## config.mk

```make
export PLATFORM = sky130hd
export DESIGN_NAME = gpio_bank
export DESIGN_NICKNAME = d
export VERILOG_FILES = /design/src/rtl/gpio_bank_pkg.sv /design/src/rtl/gpio_avail_decode.sv /design/src/rtl/gpio_sync.sv /design/src/rtl/gpio_pin_cell.sv /design/src/rtl/gpio_bank.sv
export SDC_FILE = /design/constraint.sdc
export NUM_CORES = 1
export LEC_CHECK = 0
export ABC_CLOCK_PERIOD_IN_PS = 900
export BUFFER_PORTS_ARGS = -buffer_cell sky130_fd_sc_hd__buf_4
export CELL_PAD_IN_SITES_DETAIL_PLACEMENT = 0
export CELL_PAD_IN_SITES_GLOBAL_PLACEMENT = 1
export CORE_UTILIZATION = 32
export DETAILED_ROUTE_END_ITERATION = 8
export PLACE_DENSITY_LB_ADDON = 0.3
export SYNTH_ARGS = -nofsm -noshare
export SYNTH_HDL_FRONTEND = slang
export SYNTH_SLANG_ARGS = --single-unit
```

## constraint.sdc

```tcl
create_clock -name clk -period 0.9 [get_ports clk]
set_input_delay 0.045 -clock clk [delete_from_list [all_inputs] [get_ports clk]]
set_output_delay 0.045 -clock clk [all_outputs]
set_load 0.01 [all_outputs]
```

## src/rtl/gpio_bank_pkg.sv

```systemverilog
package gpio_bank_pkg;

  // Pin direction encoding shared by the bank and its pin cells.
  typedef enum logic {
    PIN_IN  = 1'b0,
    PIN_OUT = 1'b1
  } pin_dir_e;

  // Default geometry of the bank.
  localparam int unsigned DEF_NUM_PINS    = 10;
  localparam int unsigned DEF_FIXED_PINS  = 2;
  localparam int unsigned DEF_STEP_PINS   = 2;
  localparam int unsigned DEF_CODE_W      = 3;
  localparam int unsigned DEF_SYNC_STAGES = 2;

endpackage

```

## src/rtl/gpio_avail_decode.sv

```systemverilog
module gpio_avail_decode #(
  parameter int unsigned NUM_PINS   = 10,
  parameter int unsigned FIXED_PINS = 2,
  parameter int unsigned STEP_PINS  = 2,
  parameter int unsigned CODE_W     = 3
) (
  input  logic [CODE_W-1:0]   width_code,
  output logic [NUM_PINS-1:0] avail
);

  localparam int unsigned MAX_CODE = (NUM_PINS - FIXED_PINS) / STEP_PINS;
  localparam int unsigned IDX_W    = $clog2(NUM_PINS + 1);

  logic [CODE_W-1:0] code_clamped;
  logic [IDX_W-1:0]  first_pin;

  // Codes past the widest defined data word saturate to it.
  always_comb begin
    if (width_code > CODE_W'(MAX_CODE)) code_clamped = CODE_W'(MAX_CODE);
    else                                code_clamped = width_code;
    first_pin = IDX_W'(code_clamped) * IDX_W'(STEP_PINS);
  end

  // Usable pins form a run from first_pin up to the top of the bank.
  for (genvar i = 0; i < NUM_PINS; i++) begin : g_pin
    assign avail[i] = (IDX_W'(i) >= first_pin);
  end

  // the fixed pins at the top stay usable under any code.
  always_comb begin
    a_r2_fixed_usable: assert (&avail[NUM_PINS-1 -: FIXED_PINS]);
  end

endmodule

```

## src/rtl/gpio_sync.sv

```systemverilog
module gpio_sync #(
  parameter int unsigned WIDTH  = 10,
  parameter int unsigned STAGES = 2
) (
  input  logic             clk,
  input  logic             rst_n,
  input  logic [WIDTH-1:0] d,
  output logic [WIDTH-1:0] q
);

  logic [STAGES-1:0][WIDTH-1:0] chain;

  always_ff @(posedge clk or negedge rst_n) begin
    if (!rst_n) chain[0] <= '0;
    else        chain[0] <= d;
  end

  for (genvar k = 1; k < STAGES; k++) begin : g_stage
    always_ff @(posedge clk or negedge rst_n) begin
      if (!rst_n) chain[k] <= '0;
      else        chain[k] <= chain[k-1];
    end

    // each stage adds exactly one edge of delay.
    a_r6_stage_shift: assert property (@(posedge clk) disable iff (!rst_n)
      1'b1 |=> (chain[k] == $past(chain[k-1])));
  end

  assign q = chain[STAGES-1];

endmodule

```

## src/rtl/gpio_pin_cell.sv

```systemverilog
module gpio_pin_cell
  import gpio_bank_pkg::*;
(
  input  logic clk,
  input  logic rst_n,
  input  logic avail,
  input  logic dir,
  input  logic we,
  input  logic wdata,
  input  logic sync_in,
  output logic pad_o,
  output logic pad_oe,
  output logic rd
);

  pin_dir_e mode;
  logic     level;

  assign mode = pin_dir_e'(dir);

  // One bit per pin: the drive value on an output, the sampled level on an input.
  always_ff @(posedge clk or negedge rst_n) begin
    if (!rst_n)             level <= 1'b0;
    else if (!avail)        level <= 1'b0;
    else if (mode == PIN_IN) level <= sync_in;
    else if (we)            level <= wdata;
  end

  assign pad_oe = avail & (mode == PIN_OUT);
  assign pad_o  = avail & level;
  assign rd     = avail & level;

  // an input pin loads the synchronized pad level.
  a_r6_capture: assert property (@(posedge clk) disable iff (!rst_n)
    (avail && mode == PIN_IN) |=> (level == $past(sync_in)));

  // a write to an input pin does not reach the level bit.
  a_r7_input_ignores_write: assert property (@(posedge clk) disable iff (!rst_n)
    (avail && mode == PIN_IN && we && (wdata != sync_in)) |=> (level != $past(wdata)));

  // a write to an output pin loads the data bit.
  a_r4_write_loads: assert property (@(posedge clk) disable iff (!rst_n)
    (avail && mode == PIN_OUT && we) |=> (level == $past(wdata)));

  // an output pin with no write holds its level.
  a_r5_output_holds: assert property (@(posedge clk) disable iff (!rst_n)
    (avail && mode == PIN_OUT && !we) |=> $stable(level));

  // a pin taken by the data port is cleared.
  a_r9_taken_cleared: assert property (@(posedge clk) disable iff (!rst_n)
    !avail |=> (level == 1'b0));

endmodule

```

## src/rtl/gpio_bank.sv

```systemverilog
module gpio_bank
  import gpio_bank_pkg::*;
#(
  parameter int unsigned NUM_PINS    = DEF_NUM_PINS,
  parameter int unsigned FIXED_PINS  = DEF_FIXED_PINS,
  parameter int unsigned STEP_PINS   = DEF_STEP_PINS,
  parameter int unsigned CODE_W      = DEF_CODE_W,
  parameter int unsigned SYNC_STAGES = DEF_SYNC_STAGES
) (
  input  logic                clk,
  input  logic                rst_n,
  input  logic [CODE_W-1:0]   width_code,
  input  logic [NUM_PINS-1:0] dir,
  input  logic [NUM_PINS-1:0] wr_data,
  input  logic [NUM_PINS-1:0] wr_be,
  input  logic [NUM_PINS-1:0] pad_i,
  output logic [NUM_PINS-1:0] pad_o,
  output logic [NUM_PINS-1:0] pad_oe,
  output logic [NUM_PINS-1:0] rd_level
);

  logic [NUM_PINS-1:0] avail;
  logic [NUM_PINS-1:0] pad_sync;

  gpio_avail_decode #(
    .NUM_PINS  (NUM_PINS),
    .FIXED_PINS(FIXED_PINS),
    .STEP_PINS (STEP_PINS),
    .CODE_W    (CODE_W)
  ) i_decode (
    .width_code(width_code),
    .avail     (avail)
  );

  gpio_sync #(
    .WIDTH (NUM_PINS),
    .STAGES(SYNC_STAGES)
  ) i_sync (
    .clk  (clk),
    .rst_n(rst_n),
    .d    (pad_i),
    .q    (pad_sync)
  );

  for (genvar i = 0; i < NUM_PINS; i++) begin : g_cell
    gpio_pin_cell i_cell (
      .clk    (clk),
      .rst_n  (rst_n),
      .avail  (avail[i]),
      .dir    (dir[i]),
      .we     (wr_be[i]),
      .wdata  (wr_data[i]),
      .sync_in(pad_sync[i]),
      .pad_o  (pad_o[i]),
      .pad_oe (pad_oe[i]),
      .rd     (rd_level[i])
    );

    // a pin the decoder marks as taken neither drives nor reads back.
    a_r3_taken_silent: assert property (@(posedge clk) disable iff (!rst_n)
      !avail[i] |-> (!pad_oe[i] && !pad_o[i] && !rd_level[i]));
  end

  // the fixed top pins always follow their direction bits.
  a_r2_fixed_follow_dir: assert property (@(posedge clk) disable iff (!rst_n)
    pad_oe[NUM_PINS-1 -: FIXED_PINS] == dir[NUM_PINS-1 -: FIXED_PINS]);

  // the readback is clear while reset is held.
  always_comb begin
    if (!rst_n) a_r1_reset_clear: assert (rd_level == '0 && pad_o == '0);
  end

endmodule

```

* Yosys cells after proc, flatten, opt, wreduce, memory -nomap -nowiden
Index checks and enable logic that the tools add are counted.
** Operators by class
- Eq/ne operators :: 10
- Bitwise logic cells :: 20
- $lt $le $gt $ge :: 11
- Multiplexer cells :: 31
- Reductions and logical operators :: 0
- Shifts and indexed selects :: 0
- Multipliers :: 0
- Divide/modulo/power cells :: 0
- $add $sub $neg :: 0
** Operators with widths (count)
- 1-bit two-way mux :: 30
- 3-bit != test, second input constant :: 10
- 1-bit bitwise AND :: 20
- 3-bit by 4-bit greater-or-equal comparator with 1-bit output, first input constant :: 4
- 1-bit by 4-bit greater-or-equal comparator with 1-bit output, first input constant :: 2
- 2-bit by 4-bit greater-or-equal comparator with 1-bit output, first input constant :: 2
- 4-bit greater-or-equal comparator, first input constant :: 2
- 3-bit > comparator, second input constant :: 1
- 3-bit two-way mux :: 1
** Storage, ports and cells
- Input bits :: 45
- Word-level logic and storage cells :: 84
- ROM bits :: 0
- Memories kept :: 0
- Latch bits :: 0
- Bits in writable memories :: 0
- Bits in registers :: 30
- Output and inout port bits :: 30

* Longest topological paths before layout
Gate-level depths: netlist of the first run.
- Depth after elaboration :: 4
- Gate-level depth with buffers :: 4
- Gate-level depth less buffers :: 2

* Modules after synthesis
A second synthesis of the first run with hierarchy kept.
** Second synthesis, totals
- Cells, all modules :: 111
- Area total of the unflattened synthesis :: 1287.5 um^2
** By module, submodules not included
- gpio_pin_cell :: cells an instance 7, instances 10, sequential area each 25.0 um^2, area an instance 65.1 um^2
- gpio_sync :: cells an instance 30, instances 1, sequential area each 500.5 um^2, area an instance 575.6 um^2
- gpio_avail_decode :: cells an instance 11, instances 1, sequential area each 0.0 um^2, area an instance 61.3 um^2

* Worst setup path before layout of the first run
OpenSTA, ideal clock, no wires.
- Path kind :: reg2reg
- From :: register g_cell[2].i_cell.level (netlist name)
- To :: register g_cell[2].i_cell.level
- Slack :: 0.069 ns
- Stages on the path, launching flop included :: 3
- Period minus slack after synthesis :: 0.831 ns
- Path buffers :: 0
- Arrival :: 0.705 ns
- Library setup time :: 0.125 ns
- Data required time :: 0.775 ns
- Cells stage by stage :: dfrtp_1 mux2i_1 a2111oi_0
** RTL lines
- end signal: assignment :: RTL line gpio_pin_cell.sv:25 : else if (mode == PIN_IN) level <= sync_in;
- end signal: assignment :: RTL line gpio_pin_cell.sv:26 : else if (we) level <= wdata;
- end: declaration :: RTL line gpio_pin_cell.sv:17 : logic level;

* Worst setup path after layout of the first run
- From :: register g_cell[5].i_cell.level
- To :: output rd_level[5]
** On the way
- Cells in the longest elaborated chain, start to end :: 1
** Ends and longest elaborated chain
- start: declaration :: RTL line gpio_pin_cell.sv:17
- start signal: assignment :: RTL line gpio_pin_cell.sv:25
- start signal: assignment :: RTL line gpio_pin_cell.sv:26
- 1-bit bitwise AND :: RTL line gpio_pin_cell.sv:31 : assign rd = avail & level;
- end: declaration :: RTL line gpio_bank.sv:19 : output logic [NUM_PINS-1:0] rd_level
Every way passes these cells.

==> results of run 1 <==
-- layout make-up --
type	instances	area [um2]	area share
multi-input combinational	51	403	0.186
clock buffer	7	86.3	0.0399
tap	50	62.6	0.0289
clock inverter	1	5.00	0.00231
timing repair buffer	98	858	0.396
sequential	30	751	0.347
-- worst max-delay path by stage --
stage,startpoint,end
global placement,g_cell[3].i_cell.level,g_cell[3].i_cell.level
floorplan,g_cell[2].i_cell.level,g_cell[2].i_cell.level
detailed placement,g_cell[2].i_cell.level,g_cell[2].i_cell.level
global route,g_cell[5].i_cell.level,rd_level[5]
finish,g_cell[5].i_cell.level,rd_level[5]
CTS,g_cell[2].i_cell.level,rd_level[2]
-- what timing repair did --
item,in CTS,in global routing
endpoints found under the setup margin,18,25
setup buffers,3,2
resized for setup,28,10
pin swaps,1,2
hold endpoints to repair,50,2
-- synthesized netlist by cell type --
library cell / number
clkbuf_1: 4
buf_2: 1
a21oi_1: 3
nor2b_1: 4
a21o_2: 1
nor3_1: 1
a2111oi_0: 2
nor2_1: 11
a211oi_1: 6
dfrtp_1: 30
and2_1: 12
or3_1: 1
mux2i_1: 10
buf_4: 30
-- metal layers --
layer / track usage / vias to the layer above
li1: - / 488
met1: 0.139 / 477
met2: 0.213 / 45
met3: 0.0548 / 5
met4: 0.0559 / 0
met5: 0 / -
-- through the flow --
| step | cell area, um2 | setup slack, ns |
|---|---|---|
| floorplan | 1340 | 0.0692 |
| global placement | 1710 | 0.0392 |
| detailed placement | 1710 | -0.0905 |
| CTS | 2110 | -0.0625 |
| global route | 2170 | -0.114 |
| finish | 2170 | -0.0789 |
-- cells by family (layout without fill, tap and decap cells) --
| group | after synthesis | count (layout) | share of synthesized area |
|---|---|---|---|
| flip-flops | 30 | 30 | 0.562 |
| AO/OA/AOI/OAI | 12 | 12 | 0.0647 |
| buffers and inverters | 35 | 106 | 0.184 |
| multiplexers | 10 | 10 | 0.0750 |
| AND/OR/NAND/NOR | 29 | 29 | 0.114 |
-- power breakdown --
part | leakage (nW) | switching, W | internal (W) | total [W]
clock | 0.0482 | 0.000458 | 0.000615 | 0.00107
sequential | 0.362 | 0.0000314 | 0.00142 | 0.00145
combinational | 0.649 | 0.000200 | 0.000350 | 0.000551
total | 1.06 | 0.000689 | 0.00239 | 0.00308
-- sequential cells by signal, summed over array words and instances, names as in the netlist --
register	count
g_cell.i_cell.level	10
i_sync.chain	10
i_sync.q	10
==> results.py, run 1 <==
metrics = {
    "synth": {
        "yosysTopAreaCell": "dfrtp_1",
        "yosysTopAreaCellShare": 0.562,
        "syn_nets": 161,
        "ys_types": 14,
        "ys_seq_area_frac": 0.562,
        "syn_avg_cell_area_um2": 11.5,
        "synth_cells": 116,
        "syn_area_um2": 1340,
        "synth_warnings": 0,
        "synth_area_leaders": "dfrtp_1, buf_4, mux2i_1, and2_1, a211oi_1",
        "ys_ff_latch": 30,
    },
    "setup_path": {
        "setup.worst_path.end_class": "output port",
        "crit_arrival_ns": 0.93,
        "critical_path.top_delay_family": "flip-flops",
        "slowest_delay_ns": 0.39,
        "cp-start-kind": "register",
        "reg2reg_slack_ns": 0.04,
        "worst-setup-path-type": "register to output port",
        "critPathBufInv": 1,
        "rr_startpoint": "g_cell[5].i_cell.level",
        "cp.required_ns": 0.85,
        "rr_worst_depth": 3,
        "crit_fanout": 2,
        "cp_num_cells": 2,
        "cp_slowest_cell": "dfrtp_1",
        "rr_endpoint": "g_cell[5].i_cell.level",
        "crit_chain": "and2_4, buf_6",
    },
    "pwr": {
        "leakagePower_nw": 1.06,
        "ir_worst_vdd_mv": 1.07,
        "p_total_w": 0.00308,
        "powerDensity_nw_per_um2": 1420,
    },
    "floorplanning": {
        "die_area_um2": 4430,
        "die_y_um": 66.6,
        "core_um2": 4000,
        "rows": 23,
        "ios": 75,
        "start_util": 0.334,
        "die_x_um": 66.6,
    },
    "clock_tree": {
        "htreeDepth": 2,
        "clk_pin_slew_ns": 0.06,
        "holdBufCountCts": 19,
        "cts.root.buffer_cell": "clkbuf_8",
        "cts_sinks": 30,
        "cts_buffers": 5,
        "clockBufferDepth": 2,
        "clk_latency_ns": 0.28,
        "cts_tree": "built",
    },
    "cells_and_area": {
        "fin_nets": 231,
        "layout_common_cells": "buf_4, dfrtp_1, buf_6",
        "final_cells": 237,
        "drive_gt1_frac": 0.535,
        "layout_commonest_cell": "buf_4",
        "syn2layout_area_growth_pct": 62.2,
        "final_core_util": 0.541,
        "num-fill-cells": 364,
        "diodes": 0,
    },
    "min_path": {
        "min_to": "g_cell[2].i_cell.level",
        "holdPathStages": 2,
        "hold_path.class": "input pin to register",
        "hp-start": "dir[2]",
    },
    "run": {
        "max_cap_violations": 0,
    },
    "sta": {
        "period_needed_ns": 0.979,
        "fmax_mhz": 1020,
        "maxSlewHeadroom": 0.756,
        "setup-violations-final": 16,
        "rsz0062_at_grt": "true",
        "setup_ws_ns": -0.0789,
        "fin_worst_skew_ns": 0.00489,
        "tightest_slew_ns": 0.365,
        "period_share": 1.09,
        "hold_viol": 2,
        "holdWs_ns": -0.0338,
        "maxSlewViolCount": 0,
        "setup_total_negative_slack_ns": -0.869,
    },
    "routing": {
        "met1Wirelength_mm": 1.00,
        "wl_met3_um": 215,
        "avgViaCountPerCell": 4.28,
        "drtAntennaViolNets": 0,
        "vias": 1015,
        "drt_first_pass_iters": 2,
        "top_layer": "met4",
        "drc_errors": 0,
        "drtIter0Drc": 7,
        "wl_per_cell_um": 11.1,
        "wl_mm": 2.63,
        "routed-wl-met2_mm": 1.37,
    },
    "grt": {
        "grt_pass1_vias": 902,
        "overflow": 0,
        "gr-usage-all-layers": 0.128,
        "grt_pass1_wl_mm": 4.03,
        "antenna_found_initial": 0,
        "grt_max_degree": 31,
    },
    "status": {
        "status": "finished with violations",
        "violations": "hold timing, setup timing",
    },
    "placed_design": {
        "dp.cells": 205,
        "hpwl_mm": 1.88,
        "gp_congestion": 0.710,
        "io_buffers": 74,
    },
}
Power figures use the tool's default switching activity.
==> run 2, diff against run 1 <==
--- a/config.mk
+++ b/config.mk
@@ -11,6 +11,7 @@
 export CELL_PAD_IN_SITES_GLOBAL_PLACEMENT = 1
 export CORE_UTILIZATION = 32
 export DETAILED_ROUTE_END_ITERATION = 8
+export MAX_ROUTING_LAYER = met4
 export PLACE_DENSITY_LB_ADDON = 0.3
 export SYNTH_ARGS = -nofsm -noshare
 export SYNTH_HDL_FRONTEND = slang
==> results.py, run 2 (synthesis results as in run 1) <==
metrics = {
    "sta": {
        "maxSlewViolCount": 0,
        "period_share": 1.09,
        "rsz0062_at_grt": "true",
        "fin_worst_skew_ns": 0.00489,
        "tightest_slew_ns": 0.366,
        "setup_total_negative_slack_ns": -0.866,
        "period_needed_ns": 0.979,
        "fmax_mhz": 1020,
        "setup_ws_ns": -0.0789,
        "maxSlewHeadroom": 0.756,
        "holdWs_ns": -0.0294,
        "hold_viol": 2,
        "setup-violations-final": 16,
    },
    "cells_and_area": {
        "syn2layout_area_growth_pct": 62.2,
        "layout_commonest_cell": "buf_4",
        "fin_nets": 231,
        "layout_common_cells": "buf_4, dfrtp_1, buf_6",
        "drive_gt1_frac": 0.535,
        "fin_area_um2": 2170,
        "diodes": 0,
        "final_core_util": 0.541,
    },
    "setup_path": {
        "slowest_delay_ns": 0.39,
        "critPathBufInv": 1,
        "cp-start-kind": "register",
        "cp.required_ns": 0.85,
        "crit_chain": "and2_4, buf_6",
        "crit_fanout": 2,
        "critical_path.top_delay_family": "flip-flops",
        "crit_arrival_ns": 0.93,
        "setup.worst_path.end_class": "output port",
        "worst-setup-path-type": "register to output port",
        "cp_slowest_cell": "dfrtp_1",
    },
    "placed_design": {
        "place_area_um2": 1710,
        "hpwl_mm": 1.88,
        "gp_congestion": 0.719,
        "io_buffers": 74,
        "place_ws_ns": -0.0905,
    },
    "floorplanning": {
        "ios": 75,
        "start_util": 0.334,
        "die_area_um2": 4430,
        "rows": 23,
        "die_y_um": 66.6,
        "die_x_um": 66.6,
        "core_um2": 4000,
    },
    "routing": {
        "drtAntennaViolNets": 0,
        "vias": 1013,
        "avgViaCountPerCell": 4.27,
        "wl_mm": 2.63,
        "drtIter0Drc": 10,
        "drt_first_pass_iters": 2,
        "wl_per_cell_um": 11.1,
        "drc_errors": 0,
    },
    "pwr": {
        "ir_worst_vdd_mv": 1.07,
        "powerDensity_nw_per_um2": 1420,
        "leakagePower_nw": 1.06,
    },
    "clock_tree": {
        "htreeDepth": 2,
        "cts.root.buffer_cell": "clkbuf_8",
        "clk_latency_ns": 0.28,
        "holdBufCountCts": 19,
        "cts_tree": "built",
        "cts_buffers": 5,
        "clk_pin_slew_ns": 0.06,
        "cts_sinks": 30,
        "clockBufferDepth": 2,
    },
    "grt": {
        "grt_pass1_wl_mm": 4.04,
        "grt_max_degree": 31,
        "overflow": 0,
        "antenna_found_initial": 0,
        "grt_pass1_vias": 902,
        "gr-usage-all-layers": 0.131,
    },
    "run": {
        "max_cap_violations": 0,
    },
    "status": {
        "status": "finished with violations",
        "violations": "hold timing, setup timing",
    },
    "min_path": {
        "hold_path.class": "input pin to register",
    },
}
==> run 2: cell counts in the layout (fill, tap and decap cells not counted) <==
Identical to the previous run, type by type.
==> run 2: timing repair <==
action | 4_1_cts | 5_1_grt
pin swaps | 1 | 2
gates resized for setup | 28 | 10
setup buffers | 3 | 2
setup endpoints to repair | 18 | 25
gates cloned | 0 | 0
endpoints found under the hold margin | 50 | 2
==> run 2: final timing paths <==
path	startpoint	endpoint	slack [ns]	cells past startpoint
min in group asynchronous	rst_n	g_cell[8].i_cell.level	0.22	2
setup reg to reg	g_cell[5].i_cell.level	g_cell[5].i_cell.level	0.04	3
max in group asynchronous	rst_n	g_cell[3].i_cell.level	0.41	2
setup / recovery	g_cell[5].i_cell.level	rd_level[5]	-0.08	2
hold reg to reg	i_sync.chain[0]	i_sync.q[0]	0.35	0
hold / removal	dir[2]	g_cell[2].i_cell.level	-0.03	2
==> run 2: layer usage <==
layer  up-vias  track usage  wire (um)
met1       476        0.141       1000
met5         -            -          0
met4         0       0.0559         38
met2        45        0.213       1370
met3         5       0.0531        210
li1        487            -          -
==> run 2: area by class of cell <==
cell class                      instances  area [um2]
Clock inverter                          1        5.00
Clock buffer                            7        86.3
Tap cell                               50        62.6
Timing Repair Buffer                   98         858
Sequential cell                        30         751
Fill cell                             364        1830
Multi-Input combinational cell         51         403
==> run 2: worst register-to-register path, cell delays in order, from the launching register on <==
cell and delay, ns:
dfrtp_1 0.39, buf_4 0.14, mux2i_4 0.13, a211oi_2 0.08
==> run 2: through the flow <==
step                instances  total power [W]
floorplan                 116          0.00167
global placement          205          0.00188
detailed placement        205          0.00189
CTS                       235          0.00309
global route              237          0.00324
finish                    237          0.00308
==> run 2: report_power, final <==
group / switching, W / leakage [nW] / internal, W / total (W)
registers: 0.0000314 / 0.362 / 0.00142 / 0.00145
logic: 0.000200 / 0.649 / 0.000350 / 0.000551
clock network: 0.000457 / 0.0482 / 0.000615 / 0.00107
